File: src/rtl/ddr2i_pkg.sv
package ddr2i_pkg;

   // {cs_n, ras_n, cas_n, we_n}
   typedef enum logic [3:0] {
      CMD_MRS = 4'b0000,
      CMD_REF = 4'b0001,
      CMD_PRE = 4'b0010,
      CMD_NOP = 4'b0111
   } ddr2i_cmd_e;

   typedef enum logic [3:0] {
      ST_POWER,
      ST_CKE,
      ST_PRE1,
      ST_EMR2,
      ST_EMR3,
      ST_EMR1,
      ST_MR_RST,
      ST_PRE2,
      ST_REF,
      ST_MR_OP,
      ST_OCD_DEF,
      ST_OCD_EXIT,
      ST_DONE
   } ddr2i_step_e;

   function automatic int ceil_div(input int num, input int den);
      return (num + den - 1) / den;
   endfunction

   function automatic int max2(input int a, input int b);
      return (a > b) ? a : b;
   endfunction

endpackage

File: src/rtl/ddr2i_wait_timer.sv
module ddr2i_wait_timer #(
   parameter int CNT_W     = 16,
   parameter int RESET_VAL = 1
) (
   input  logic             clk,
   input  logic             rst_n,
   input  logic             load,
   input  logic [CNT_W-1:0] load_val,
   output logic             expired
);

   logic [CNT_W-1:0] cnt_q;

   initial begin
      assert (RESET_VAL >= 0 && RESET_VAL < (2 ** CNT_W))
         else $error("ddr2i_wait_timer: RESET_VAL does not fit CNT_W");
   end

   always_ff @(posedge clk or negedge rst_n) begin
      if (!rst_n) begin
         cnt_q <= CNT_W'(RESET_VAL);
      end else if (load) begin
         cnt_q <= load_val;
      end else if (cnt_q != '0) begin
         cnt_q <= cnt_q - 1'b1;
      end
   end

   assign expired = (cnt_q == '0);


   load_only_when_expired_chk: assert property (@(posedge clk) disable iff (!rst_n)
      load |-> expired);

endmodule

File: src/rtl/ddr2i_step_ctrl.sv
module ddr2i_step_ctrl
   import ddr2i_pkg::*;
#(
   parameter int CNT_W   = 16,
   parameter int CKE_CYC = 100,
   parameter int T_RP    = 4,
   parameter int T_RFC   = 32,
   parameter int T_MRD   = 2,
   parameter int OCD_GAP = 2,
   parameter int N_REF   = 2
) (
   input  logic             clk,
   input  logic             rst_n,
   input  logic             expired,
   output ddr2i_step_e      step_q,
   output ddr2i_step_e      nxt_step,
   output logic             advance,
   output logic [CNT_W-1:0] load_val
);

   localparam int REF_W = $clog2(N_REF + 1);

   logic [REF_W-1:0] ref_cnt_q;

   initial begin
      assert (N_REF >= 2) else $error("ddr2i_step_ctrl: N_REF below 2");
      assert (T_MRD >= 2 && T_RP >= 2 && T_RFC >= 2 && CKE_CYC >= 2)
         else $error("ddr2i_step_ctrl: spacings must be at least 2 cycles");
   end

   assign advance = expired && (step_q != ST_DONE);

   always_comb begin
      case (step_q)
         ST_POWER:    nxt_step = ST_CKE;
         ST_CKE:      nxt_step = ST_PRE1;
         ST_PRE1:     nxt_step = ST_EMR2;
         ST_EMR2:     nxt_step = ST_EMR3;
         ST_EMR3:     nxt_step = ST_EMR1;
         ST_EMR1:     nxt_step = ST_MR_RST;
         ST_MR_RST:   nxt_step = ST_PRE2;
         ST_PRE2:     nxt_step = ST_REF;
         ST_REF:      nxt_step = (ref_cnt_q == REF_W'(N_REF)) ? ST_MR_OP : ST_REF;
         ST_MR_OP:    nxt_step = ST_OCD_DEF;
         ST_OCD_DEF:  nxt_step = ST_OCD_EXIT;
         ST_OCD_EXIT: nxt_step = ST_DONE;
         default:     nxt_step = ST_DONE;
      endcase
   end

   always_comb begin
      case (nxt_step)
         ST_CKE:              load_val = CNT_W'(CKE_CYC - 1);
         ST_PRE1, ST_PRE2:    load_val = CNT_W'(T_RP - 1);
         ST_REF:              load_val = CNT_W'(T_RFC - 1);
         ST_MR_OP:            load_val = CNT_W'(OCD_GAP - 1);
         ST_EMR2, ST_EMR3, ST_EMR1, ST_MR_RST,
         ST_OCD_DEF, ST_OCD_EXIT:
                              load_val = CNT_W'(T_MRD - 1);
         default:             load_val = '0;
      endcase
   end

   always_ff @(posedge clk or negedge rst_n) begin
      if (!rst_n) begin
         step_q    <= ST_POWER;
         ref_cnt_q <= '0;
      end else if (advance) begin
         step_q <= nxt_step;
         if (nxt_step == ST_REF) begin
            ref_cnt_q <= ref_cnt_q + 1'b1;
         end
      end
   end


   ref_count_bound_chk: assert property (@(posedge clk) disable iff (!rst_n)
      ref_cnt_q <= REF_W'(N_REF));


   done_is_terminal_chk: assert property (@(posedge clk) disable iff (!rst_n)
      (step_q == ST_DONE) |=> (step_q == ST_DONE));

endmodule

File: src/rtl/ddr2i_mode_word.sv
module ddr2i_mode_word
   import ddr2i_pkg::*;
#(
   parameter int ROW_W  = 14,
   parameter int BANK_W = 2
) (
   input  ddr2i_step_e       step,
   input  logic              cfg_bl8,
   input  logic              cfg_interleave,
   input  logic [2:0]        cfg_cas_lat,
   input  logic [2:0]        cfg_wr_rec,
   output ddr2i_cmd_e        cmd,
   output logic [BANK_W-1:0] ba,
   output logic [ROW_W-1:0]  addr
);

   localparam int WORD_W = 14;

   logic [WORD_W-1:0] word;
   logic [WORD_W-1:0] mr_base;

   initial begin
      assert (ROW_W >= 13) else $error("ddr2i_mode_word: ROW_W below 13");
      assert (BANK_W >= 2) else $error("ddr2i_mode_word: BANK_W below 2");
   end

   // [11:9] write recovery, [8] DLL reset (added per step), [7] test = 0,
   // [6:4] CAS latency, [3] ordering, [2:0] burst code 010 / 011
   assign mr_base = {2'b00, cfg_wr_rec, 1'b0, 1'b0, cfg_cas_lat,
                     cfg_interleave, 1'b0, 1'b1, cfg_bl8};

   always_comb begin
      cmd  = CMD_NOP;
      ba   = '0;
      word = '0;
      case (step)
         ST_PRE1, ST_PRE2: begin
            cmd      = CMD_PRE;
            word[10] = 1'b1;
         end
         ST_EMR2: begin
            cmd = CMD_MRS;
            ba  = BANK_W'(2);
         end
         ST_EMR3: begin
            cmd = CMD_MRS;
            ba  = BANK_W'(3);
         end
         ST_EMR1, ST_OCD_EXIT: begin
            cmd = CMD_MRS;
            ba  = BANK_W'(1);
         end
         ST_OCD_DEF: begin
            cmd       = CMD_MRS;
            ba        = BANK_W'(1);
            word[9:7] = 3'b111;
         end
         ST_MR_RST: begin
            cmd     = CMD_MRS;
            word    = mr_base;
            word[8] = 1'b1;
         end
         ST_MR_OP: begin
            cmd  = CMD_MRS;
            word = mr_base;
         end
         ST_REF: begin
            cmd = CMD_REF;
         end
         default: begin
            cmd = CMD_NOP;
         end
      endcase
   end

   generate
      if (ROW_W > WORD_W) begin : g_wide
         assign addr = {{(ROW_W - WORD_W){1'b0}}, word};
      end else begin : g_narrow
         logic unused_hi;
         assign addr      = word[ROW_W-1:0];
         assign unused_hi = ^word;
      end
   endgenerate

endmodule

File: src/rtl/ddr2i_init_seq.sv
module ddr2i_init_seq
   import ddr2i_pkg::*;
#(
   parameter int CLK_PS       = 4000,
   parameter int T_POWERUP_NS = 200000,
   parameter int T_CKE_NS     = 400,
   parameter int T_RP         = 4,
   parameter int T_RFC        = 32,
   parameter int T_MRD        = 2,
   parameter int DLL_LOCK_CYC = 200,
   parameter int N_REF        = 2,
   parameter int ROW_W        = 14,
   parameter int BANK_W       = 2
) (
   input  logic              clk,
   input  logic              rst_n,
   input  logic              cfg_bl8,
   input  logic              cfg_interleave,
   input  logic [2:0]        cfg_cas_lat,
   input  logic [2:0]        cfg_wr_rec,
   input  logic              restart_req,
   output logic              cke,
   output logic              cs_n,
   output logic              ras_n,
   output logic              cas_n,
   output logic              we_n,
   output logic [BANK_W-1:0] ba,
   output logic [ROW_W-1:0]  addr,
   output logic              odt,
   output logic              init_done,
   output logic              ready
);

   localparam int POWERUP_CYC = ceil_div(T_POWERUP_NS * 1000, CLK_PS);
   localparam int CKE_CYC     = ceil_div(T_CKE_NS * 1000, CLK_PS);
   localparam int PRE_OCD     = T_MRD + T_RP + N_REF * T_RFC;
   localparam int OCD_GAP     = (DLL_LOCK_CYC > PRE_OCD + T_MRD) ?
                                (DLL_LOCK_CYC - PRE_OCD) : T_MRD;
   localparam int MAX_WAIT    = max2(max2(max2(POWERUP_CYC, CKE_CYC), max2(T_RP, T_RFC)),
                                     max2(OCD_GAP, T_MRD));
   localparam int CNT_W       = $clog2(MAX_WAIT + 1);

   initial begin
      assert (CLK_PS > 0) else $error("ddr2i_init_seq: CLK_PS must be positive");
      assert (POWERUP_CYC >= 2) else $error("ddr2i_init_seq: power-up window too short");
   end

   ddr2i_step_e       step_q;
   ddr2i_step_e       nxt_step;
   logic              advance;
   logic              expired;
   logic [CNT_W-1:0]  load_val;
   ddr2i_cmd_e        mw_cmd;
   logic [BANK_W-1:0] mw_ba;
   logic [ROW_W-1:0]  mw_addr;
   ddr2i_cmd_e        cmd_q;

   ddr2i_wait_timer #(
      .CNT_W     (CNT_W),
      .RESET_VAL (POWERUP_CYC - 1)
   ) u_timer (
      .clk      (clk),
      .rst_n    (rst_n),
      .load     (advance),
      .load_val (load_val),
      .expired  (expired)
   );

   ddr2i_step_ctrl #(
      .CNT_W   (CNT_W),
      .CKE_CYC (CKE_CYC),
      .T_RP    (T_RP),
      .T_RFC   (T_RFC),
      .T_MRD   (T_MRD),
      .OCD_GAP (OCD_GAP),
      .N_REF   (N_REF)
   ) u_ctrl (
      .clk      (clk),
      .rst_n    (rst_n),
      .expired  (expired),
      .step_q   (step_q),
      .nxt_step (nxt_step),
      .advance  (advance),
      .load_val (load_val)
   );

   ddr2i_mode_word #(
      .ROW_W  (ROW_W),
      .BANK_W (BANK_W)
   ) u_word (
      .step           (nxt_step),
      .cfg_bl8        (cfg_bl8),
      .cfg_interleave (cfg_interleave),
      .cfg_cas_lat    (cfg_cas_lat),
      .cfg_wr_rec     (cfg_wr_rec),
      .cmd            (mw_cmd),
      .ba             (mw_ba),
      .addr           (mw_addr)
   );

   always_ff @(posedge clk or negedge rst_n) begin
      if (!rst_n) begin
         cke       <= 1'b0;
         cmd_q     <= CMD_NOP;
         ba        <= '0;
         addr      <= '0;
         init_done <= 1'b0;
         ready     <= 1'b0;
      end else begin
         init_done <= 1'b0;
         cmd_q     <= CMD_NOP;
         if (advance) begin
            cmd_q <= mw_cmd;
            ba    <= mw_ba;
            addr  <= mw_addr;
            if (nxt_step == ST_CKE) begin
               cke <= 1'b1;
            end
            if (nxt_step == ST_DONE) begin
               init_done <= 1'b1;
               ready     <= 1'b1;
            end
         end
      end
   end

   assign {cs_n, ras_n, cas_n, we_n} = cmd_q;
   assign odt = 1'b0;


   cke_stays_high_chk: assert property (@(posedge clk) disable iff (!rst_n)
      cke |=> cke);


   nop_while_cke_low_chk: assert property (@(posedge clk) disable iff (!rst_n)
      !cke |-> ({cs_n, ras_n, cas_n, we_n} == 4'b0111));


   precharge_all_a10_chk: assert property (@(posedge clk) disable iff (!rst_n)
      ({cs_n, ras_n, cas_n, we_n} == 4'b0010) |-> addr[10]);


   single_cycle_cmd_chk: assert property (@(posedge clk) disable iff (!rst_n)
      ({cs_n, ras_n, cas_n, we_n} != 4'b0111) |=> ({cs_n, ras_n, cas_n, we_n} == 4'b0111));


   done_pulse_chk: assert property (@(posedge clk) disable iff (!rst_n)
      init_done |=> (!init_done && ready));


   restart_ignored_chk: assert property (@(posedge clk) disable iff (!rst_n)
      (ready && restart_req) |=> (ready && !init_done && cs_n == 1'b0 && ras_n && cas_n && we_n));

endmodule

File: config.mk
export PLATFORM = sky130hd
export DESIGN_NAME = ddr2i_init_seq
export DESIGN_NICKNAME = d
export VERILOG_FILES = /design/src/rtl/ddr2i_pkg.sv /design/src/rtl/ddr2i_wait_timer.sv /design/src/rtl/ddr2i_step_ctrl.sv /design/src/rtl/ddr2i_mode_word.sv /design/src/rtl/ddr2i_init_seq.sv
export SDC_FILE = /design/constraint.sdc
export NUM_CORES = 1
export LEC_CHECK = 0
export BUFFER_PORTS_ARGS = -buffer_cell sky130_fd_sc_hd__buf_2
export CAP_MARGIN = 40
export CORE_MARGIN = 5
export CORE_UTILIZATION = 56
export DETAILED_ROUTE_END_ITERATION = 8
export GPL_TIMING_DRIVEN = 0
export PLACE_DENSITY = 0.79
export SETUP_SLACK_MARGIN = 0.4
export SYNTH_ARGS = -nofsm -noshare
export SYNTH_HDL_FRONTEND = slang
export SYNTH_SLANG_ARGS = --single-unit
File: constraint.sdc
create_clock -name clk -period 2.9 [get_ports clk]
set_input_delay 0.435 -clock clk [delete_from_list [all_inputs] [get_ports clk]]
set_output_delay 0.435 -clock clk [all_outputs]
set_load 0.01 [all_outputs]
==> Word level (Yosys, flattened, before mapping) <==
Memory sizes are Yosys's and may differ from the RTL's.
Index checks and enable logic that the tools add are counted.
W data, S select, Z words.
{ "classes": {"n_reduce_logical": 12, "n_eq_ne": 24, "n_addsub": 2, "n_mux": 13} }
{ "op_table": {"columns": ["cell", "count"], "rows": [
  ["$pmux W4 S11", 1],
  ["$eq A4 B3 Y1 const B", 8],
  ["$eq A4 B4 Y1 const B", 8],
  ["$mux W16", 2],
  ["$pmux W3 S3", 2],
  ["$eq A4 B2 Y1 const B", 4],
  ["$logic_not A16 Y1", 1],
  ["$reduce_bool A16 Y1", 1],
  ["$sub A16 B1 Y16 const B", 1],
  ["$eq A4 B1 Y1 const B", 2],
  ["$mux W7", 1],
  ["$reduce_or A7 Y1", 1],
  ["$pmux W2 S3", 1],
  ["$reduce_and A2 Y1", 3],
  ["$logic_not A4 Y1", 1],
  ["$mux W1", 4],
  ["$mux W4", 1],
  ["$ne A4 B4 Y1 const B", 1],
  ["$reduce_or A2 Y1", 2],
  ["$reduce_or A3 Y1", 1],
  ["$add A2 B1 Y2 const B", 1],
  ["$eq A2 B2 Y1 const B", 1],
  ["$pmux W1 S2", 1],
  ["$reduce_bool A2 Y1", 1],
  ["$logic_and A1 B1 Y1", 1]
]} }
{ "word_totals": {"romBits": 128, "mem_count": 1, "reg_bits": 45} }
{ "mem_list": {"columns": ["name", "words", "word_bits", "read_ports", "rd_clocked_by_memory_dff", "write_ports", "line_no", "rtl"], "rows": [
  ["(no name shown)", 16, 8, 1, 0, 0, "ddr2i_step_ctrl.sv:52", "case (nxt_step)"]
]} }

==> Logic depth before layout (Yosys ltp) <==
Gate-level depths: netlist of the first run.
{ "depth": {"depth_word": 7, "ltp_mapped": 11, "mapped_depth_nobuf": 10} }

==> Cells and area by module <==
Synthesis of the first run repeated with hierarchy kept, for this count alone.
{ "hier_totals": {"hier_cells": 260, "hier_area_um2": 2735.1} }
{ "modules_own_cells": {"columns": ["module", "seq_area_each_um2", "area_per_inst_um2", "instances", "cells_each"], "rows": [
  ["ddr2i_wait_timer", 411.6, 1017.2, 1, 104],
  ["ddr2i_init_seq", 579.3, 864.6, 1, 52],
  ["ddr2i_step_ctrl", 150.1, 564.3, 1, 60],
  ["ddr2i_mode_word", 0.0, 289.0, 1, 44]
]} }

==> Worst setup path after synthesis of the first run <==
No wires, ideal clock.
{ "synth_timing": {"path_type": "flip-flop to flip-flop", "startpoint": "register u_ctrl.step_q[3]", "endpoint": "register cmd_q[0]", "arrival_time_ns": 2.282, "path_slack_ns": 0.507, "synth_period_minus_slack_ns": 2.393, "path_buffers": 2, "stages_incl_launch_ff": 11, "path_cell_list": "dfrtp_1 -> clkbuf_1 -> buf_1 -> nand2_1 -> nand2_1 -> inv_1 -> ha_1 -> a22oi_1 -> a211oi_1 -> or2_2 -> o311ai_0"} }
{ "synth_via": {"elab_chain_len": 6, "word_cells_on_any_way": 28} }
{ "synth_lines": {"columns": ["item", "line_no", "rtl"], "rows": [
  ["from (decl)", "ddr2i_step_ctrl.sv:15", "output ddr2i_step_e step_q,"],
  ["from (signal assigned)", "ddr2i_step_ctrl.sv:69", "step_q <= nxt_step;"],
  ["$eq A4 B4 Y1, or another cell as far along", "ddr2i_step_ctrl.sv:34", "case (step_q)"],
  ["$pmux W4 S11 *", "ddr2i_step_ctrl.sv:34", null],
  ["net nxt_step[1]", "ddr2i_init_seq.sv:49", "ddr2i_step_e nxt_step;"],
  ["$eq A4 B2 Y1, or another cell as far along", "ddr2i_mode_word.sv:36", "case (step)"],
  ["$reduce_or A7 Y1 (no source line) / $reduce_or A2 Y1 (equally long branches)", null, null],
  ["$pmux W3 S3 *", "ddr2i_mode_word.sv:36", null],
  ["$mux W4 *", "ddr2i_init_seq.sv:112", "if (advance) begin"],
  ["to (signal assigned)", "ddr2i_init_seq.sv:113", "cmd_q <= mw_cmd;"],
  ["to (decl)", "ddr2i_init_seq.sv:56", "ddr2i_cmd_e cmd_q;"]
]} }
Mark *: on every way through the listed nets, which the timed path passes. The rest lies on a longest branch.
A chain may end at the register's enable or synchronous reset.

==> Worst setup path in the final report of the first run <==
{ "layout_timing": {"startpoint": "register u_ctrl.step_q[2]", "endpoint": "register addr[1]"} }
{ "layout_via": {"elab_chain_len": 5, "word_cells_on_any_way": 18} }
{ "layout_lines": {"columns": ["item", "line_no", "rtl"], "rows": [
  ["$eq A4 B4 Y1, or another cell as far along", "ddr2i_step_ctrl.sv:34", null],
  ["$pmux W4 S11 *", "ddr2i_step_ctrl.sv:34", null],
  ["net nxt_step[0]", "ddr2i_init_seq.sv:49", null],
  ["$eq A4 B3 Y1 / $eq A4 B4 Y1 (equally long branches)", "ddr2i_mode_word.sv:36", null],
  ["$reduce_or A2 Y1 (no source line) *", null, null],
  ["$mux W7 *", "ddr2i_mode_word.sv:36", null],
  ["to (signal assigned)", "ddr2i_init_seq.sv:115", "addr <= mw_addr;"],
  ["to (decl)", "ddr2i_init_seq.sv:28", "output logic [ROW_W-1:0] addr,"]
]} }
Marked as above.

==> results.yml, run 1 <==
run_status:
  status: "completed"
floorplan:
  boundaryPins: 35
  die_x_um: 73.74
  dieArea_um2: 5437
  core_um2: 3971
  rows: 23
  die_h_um: 73.74
  start_util_pct: 57.28
placed_design:
  place_congestion: 0.9126
  portBuffers: 28
  dp_cells: 314
  post-dp-hpwl_um: 3779
min_path:
  hp-class: "input pin to asynchronous set/reset pin"
drt:
  routedWlPerCell_um: 16.86
  ant_nets: 0
  drt-initial-drc-count: 169
  routed_via_density: 6.052
  routed_wl_um: 5547
  num_vias: 1991
  drc_errors: 0
  dr.pass1.iters: 4
logic_synthesis:
  netlist_instances: 231
  synth_fa_ha_area_share_pct: 3.300
  synth_cell_types: 48
  synth_edf_count: 0
  synth_compound_area_share_pct: 20.35
  synthMuxAreaShare_pct: 3.795
  ys_ff_latch: 41
  syn_area_um2: 2275
  synthXorXnorAreaFrac_pct: 4.235
  ys.flop_type: "dfrtp_1"
  async_flop_share_pct: 100.0
  syn_area_per_cell_um2: 9.847
  synth_top_family_by_area: "compound AO/OA/AOI/OAI gates"
  synth-simple-area-share_pct: 16.12
  yosysSeqAreaShare_pct: 45.76
  ys_warn_count: 0
worst_setup_path:
  cp_slowest_cell: "dfrtp_2"
  crit_fanout: 10
  cp-start-kind: "flop"
  cp-end-kind: "flop"
  critPathRequiredTime_ps: 3080
  path_buf_inv: 2
  max_stage_delay_ps: 430
  critPathTopFamily: "compound AO/OA/AOI/OAI gates"
  arrival_ps: 2630
  r2r_start: "u_ctrl.step_q[2]"
  cp-startpoint: "u_ctrl.step_q[2]"
  crit_type: "flop to flop"
  cp_cell_sequence: "buf_4, o21bai_1, a21oi_2, inv_2, ha_2, mux2i_4, a211oi_2, or2_2, mux2_2"
sta:
  setup-tns-final_ps: 0
  maxSlewViolCount: 0
  fin_skew_ps: 8.792
  fin_crit_sh_pct: 84.73
  fmax_ghz: 0.4070
  fin_crit_ps: 2457
  finalSetupViolCount: 0
  rsz0062_at_grt: "no"
  tightest_slew_ps: 757.0
  finalHoldViolCount: 0
  whs_ps: 35.95
  max_slew_margin_pct: 49.53
cells_and_area:
  stdcell_count: 329
  fin_util_pct: 69.41
  drive_gt1_share_pct: 33.69
  syn_to_final_growth_pct: 21.18
  multi_input_area_um2: 1177
  final_common_cell: "o21ai_0"
  antennaDiodeCount: 0
  layout.nets: 296
  mostFrequentLayoutCells: "o21ai_0 (32), buf_2 (29), dfrtp_1 (28)"
  seq_area_um2: 1042
  nFillCells: 296
job:
  drv_cap: 0
clock_network:
  cts-root-buf: "clkbuf_8"
  clk_pin_slew_ps: 80
  clock_latency_ps: 300
  cts_sinks: 41
  cts_made_buffers: 5
  cts_tree: "yes"
  cts_buffer_depth: 2
  htree_levels: 2
global_routing:
  gr-total-overflow: 0
  grt_pass1_vias: 1778
  grt_first_pass_wirelength_um: 8556
  antenna_found_initial: 0
  grt_max_degree: 28
  grt_util_all_layers_pct: 20.64
power:
  vdd_ir_drop_max_mv: 0.2631
  leakagePower_nw: 1.274
  switching_share_pct: 21.61
  netSwitchingPower_mw: 0.2060
  total_power_mw: 0.9533
  power_density_nw_per_um2: 345.8
  power_frac_comb_pct: 2.9
  power.internal_mw: 0.7473
  clockPowerShare_pct: 37.1
  power_frac_seq_pct: 60.0
## sequential cells by signal (all words and copies together) (netlist names), 2 cells and up
name              cells
addr                 11
ba                    2
cmd_q                 3
u_ctrl.ref_cnt_q      2
u_ctrl.step_q         4
u_timer.cnt_q        16
## cells by family (layout without fill, tap and decap cells)
logic type,Yosys count,count (layout)
buf+inv,29,72
simple gates,60,60
flops,41,41
xor+xnor,11,11
mux,8,8
compound gates,75,76
fa+ha+maj,6,6
other cells,1,5
## worst register-to-register path: cells and delay by family (launching register included)
family,cells,cell delay [ps]
compound gates,3,510
mux,2,510
flops,1,430
simple gates,1,380
buf+inv,2,260
fa+ha+maj,1,250
## Yosys cell counts (2+ instances only)
cell type  count  area (µm²)
a211oi_1       5       37.54
a21o_1         4       30.03
a21oi_1        9       45.04
a22oi_1        3       22.52
a31oi_1        4       25.02
and2_1         3       18.77
and3_1         3       18.77
buf_4          5       37.54
buf_6          2       22.52
clkbuf_1      13       48.80
dfrtp_1       29       725.7
dfstp_2       12       315.3
ha_1           6       75.07
inv_1          8       30.03
mux2_2         5       56.30
mux2i_1        3       30.03
nand2_1        9       33.78
nand2b_1       2       12.51
nand3_1        4       20.02
nor2_1         7       26.28
nor2b_1        2       12.51
nor3_1         5       25.02
nor4_1         5       31.28
o211ai_1       2       15.01
o21ai_0       33       165.2
o21bai_1       2       15.01
o31ai_1        6       45.04
or2_2          5       31.28
or3_1          3       18.77
or4_1          4       30.03
or4_4          2       22.52
xnor2_1        3       26.28
xor2_1         8       70.07
## stage by stage
step           area (µm²)  setup slack [ps]
5_1_grt              2756             380.8
3_3_place_gp         2492            -89.90
3_5_place_dp         2512            -190.1
6_report             2756             442.7
2_1_floorplan        2290             506.6
4_1_cts              2615             377.0
## routing by layer
layer	vias to the layer above	GRT usage (%)	routed length (µm)
met5	-	0	0
met4	0	8.048	117
met3	10	4.514	317
met2	73	33.56	2808
met1	979	26.70	2304
li1	929	-	-
## layout make-up
cell class              count  share of cell area, %
plain buffers              21                  4.948
multi-input cells         166                  42.71
clock inverters             1                 0.1816
repair buffers             36                  8.352
clock buffers               6                  2.633
inverters                   8                  1.089
flip-flops and latches     41                  37.81
well taps                  50                  2.270
## final timing paths
| kind | slack [ps] | cells past startpoint | to |
|---|---|---|---|
| setup / recovery | 440 | 9 | addr[1] |
| setup reg to reg | 440 | 9 | addr[1] |
| hold / removal | 40 | 1 | u_ctrl.ref_cnt_q[0] |
| min in group clk | 390 | 3 | addr[4] |
| hold reg to reg | 480 | 1 | u_ctrl.ref_cnt_q[0] |
| max in group asynchronous | 2340 | 2 | u_timer.cnt_q[15] |
## power groups by stage
stage / registers, mW / logic, mW / clock network (mW)
final: 0.572 / 0.0273 / 0.354
after global routing: 0.572 / 0.0317 / 0.389
after CTS: 0.572 / 0.0283 / 0.359
after detailed placement: 0.583 / 0.0281 / 0
after global placement: 0.583 / 0.0246 / 0
after floorplan: 0.583 / 0.00803 / 0
## repair_timing
item / in CTS / in global routing
setup buffers: 1 / 5
setup endpoints to repair: 17 / 14
gates resized for setup: 9 / 27
pin swaps: 2 / 6
gates cloned: 0 / 2
hold buffers: 0 / 0
(Power assumes the default switching activity.)
==> run 2: changes to the inputs <==
Settings changed: ABC_AREA from default to 1, CORE_UTILIZATION 56 to 51, PLACE_DENSITY 0.79 to 0.76.
Clock period 2.9 ns to 2.2 ns, I/O delays scaled along.
==> results.yml, run 2 <==
run_status:
  status: "completed"
global_routing:
  grt_pass1_vias: 1887
  gr-total-overflow: 0
  grt_max_degree: 30
  antenna_found_initial: 0
  grt_util_all_layers_pct: 18.13
  grt_first_pass_wirelength_um: 8825
floorplan:
  core_um2: 4384
  die_h_um: 77.43
  dieArea_um2: 5995
  die_x_um: 77.43
  rows: 24
  start_util_pct: 52.88
  boundaryPins: 35
logic_synthesis:
  ys_warn_count: 0
  synth_most_common_cell: "nand2_1"
  ys_ff_latch: 41
  syn_area_um2: 2318
  yosysSeqAreaShare_pct: 44.90
  netlist.area_leader.share_pct: 31.30
  synthTopCellsByArea: "dfrtp_1 (31%), dfstp_2 (14%), nand2_1 (12%)"
  synth_top_cell_by_area: "dfrtp_1"
  synth_edf_count: 0
  async_flop_share_pct: 100.0
  syn_area_per_cell_um2: 8.431
  ys.flop_type: "dfrtp_1"
  synthTopCellsByCount: "nand2_1 (74), dfrtp_1 (29), inv_1 (29), nor2_1 (19)"
  netlist_instances: 275
  synth_cell_types: 34
worst_setup_path:
  arrival_ps: 2040
  cp.depth: 9
  critPathTopFamily: "flip-flops"
  critPathRequiredTime_ps: 2410
  max_stage_delay_ps: 470
  r2r_cells: 9
  crit_type: "flop to flop"
  cp_cell_sequence: "nor2_4, nand2_2, o21a_4, ha_4, o211ai_1, nand2_2, buf_4, nand2_1, nand2_1"
  path_buf_inv: 1
  cp_slowest_cell: "dfrtp_2"
  crit_fanout: 5
  cp-end-kind: "flop"
  cp-start-kind: "flop"
power:
  netSwitchingPower_mw: 0.3070
  switching_share_pct: 21.67
  power_density_nw_per_um2: 484.9
  power_frac_seq_pct: 53.2
  power_frac_comb_pct: 2.7
  clockPowerShare_pct: 44.1
  power.internal_mw: 1.110
  vdd_ir_drop_max_mv: 0.2215
  leakagePower_nw: 1.444
cells_and_area:
  drive_gt1_share_pct: 39.14
  final_common_cell: "nand2_1"
  seq_area_um2: 1044
  syn_to_final_growth_pct: 26.01
  mostFrequentLayoutCells: "nand2_1 (70), buf_2 (29), dfrtp_1 (27)"
  top_regs: "u_timer.cnt_q (16), addr (11), u_ctrl.step_q (4)"
  multi_input_area_um2: 1267
  nFillCells: 346
  top_register: "u_timer.cnt_q"
  antennaDiodeCount: 0
  layout.nets: 343
  largest_register_ff_count: 16
sta:
  finalHoldViolCount: 0
  fin_ws_ps: 376.9
  fin_crit_ps: 1823
  setup-tns-final_ps: 0
  fin_crit_sh_pct: 82.87
  maxSlewViolCount: 0
  fin_skew_ps: 12.35
  finalSetupViolCount: 0
  fmax_ghz: 0.5485
  rsz0062_at_grt: "yes"
clock_network:
  cts_sinks: 41
  cts_buffer_depth: 2
  htree_levels: 2
  clock_latency_ps: 310
  clk_pin_slew_ps: 90
  cts_made_buffers: 5
  cts_tree: "yes"
  cts-root-buf: "clkbuf_8"
job:
  drv_cap: 0
drt:
  drc_errors: 0
  num_vias: 1936
  routedWlPerCell_um: 14.17
  ant_nets: 0
  routed_wl_um: 5371
  dr.pass1.iters: 4
  routed_via_density: 5.108
  drt-initial-drc-count: 115
min_path:
  min_path_cells: 3
  hp-class: "input pin to flop"
placed_design:
  post-dp-hpwl_um: 3696
  place_ws_ps: 212.2
  portBuffers: 28
  place_congestion: 0.9451
==> run 2: cell count changes in the layout (fill, tap and decap cells not counted), sizes merged, moves of 6 or more <==
cell    delta
nor4       -6
nand3     +18
nor2      +24
inv       +23
or4        -6
o21ai     -12
clkbuf    -12
a211oi     -6
nand2     +73
==> run 2: power by group through the flow <==
stage | Sequential, mW | Combinational [mW] | Clock [mW]
after global routing | 0.754 | 0.0436 | 0.672
after CTS | 0.754 | 0.0385 | 0.631
after detailed placement | 0.768 | 0.0370 | 0
after global placement | 0.768 | 0.0323 | 0
after floorplan | 0.768 | 0.0103 | 0
final | 0.754 | 0.0377 | 0.625
==> run 2: layer usage <==
layer | up-vias | part of all wire, % | GRT usage, %
met5 | - | 0 | 0
met4 | 0 | 2.4 | 6.873
met3 | 12 | 4.7 | 4.514
met2 | 51 | 50 | 29.55
met1 | 903 | 42 | 23.23
li1 | 970 | - | -
==> run 2: cells by family (layout without fill, tap and decap cells) <==
kind of cell	Yosys count	in the layout	share of synthesized area (%)
AO/OA/AOI/OAI	34	34	8.689
AND/OR/NAND/NOR	143	144	31.03
buffers and inverters	39	86	7.825
other	1	5	0.1617
adder cells (fa/ha/maj)	6	6	3.238
flip-flops	41	41	44.90
XOR/XNOR	11	11	4.155
==> run 2: timing repair <==
action | 4_1_cts | 5_1_grt
cloned | 0 | 1
endpoints found under the setup margin | 19 | 26
pin swaps | 6 | 13
hold buffers | 1 | 0
endpoints found under the hold margin | 8 | 0
gates resized for setup | 21 | 26
buffers inserted | 4 | 5
==> run 2: final timing paths <==
check                                 startpoint                   to  slack [ps]
worst max-delay path            u_ctrl.step_q[1]                ba[0]         380
worst min-delay path              cfg_interleave              addr[3]         250
worst max register to register  u_ctrl.step_q[1]                ba[0]         380
worst min register to register               cke                  cke         460
max in group asynchronous                  rst_n     u_timer.cnt_q[8]        1240
min in group asynchronous                  rst_n  u_ctrl.ref_cnt_q[0]         440
==> run 2: area by class of cell <==
class	count	share of cell area, %
multi-input cells	200	43.38
flip-flops and latches	41	35.72
repair buffers	39	8.266
inverters	31	4.240
clock buffers	5	2.355
plain buffers	8	2.227
well taps	52	2.227
clock inverters	3	1.585
==> run 2: metrics by stage <==
step	instance area (µm²)	power (mW)	hold WS [ps]	util, %	std cells
finish	2922	1.417	245.8	66.64	379
global route	2922	1.470	246.6	66.64	379
CTS	2778	1.423	248.4	63.36	373
detailed placement	2564	0.8052	239.0	58.48	360
global placement	2544	0.8005	443.8	58.02	359
floorplan	2338	0.7786	34.41	-	279
==> run 2: worst reg2reg max path, stage by stage (launching register included) <==
cell and delay [ps]:
dfrtp_2 470, nor2_4 170, nand2_2 70, o21a_4 250
ha_4 190, o211ai_1 220, nand2_2 110, buf_4 150
nand2_1 60, nand2_1 40
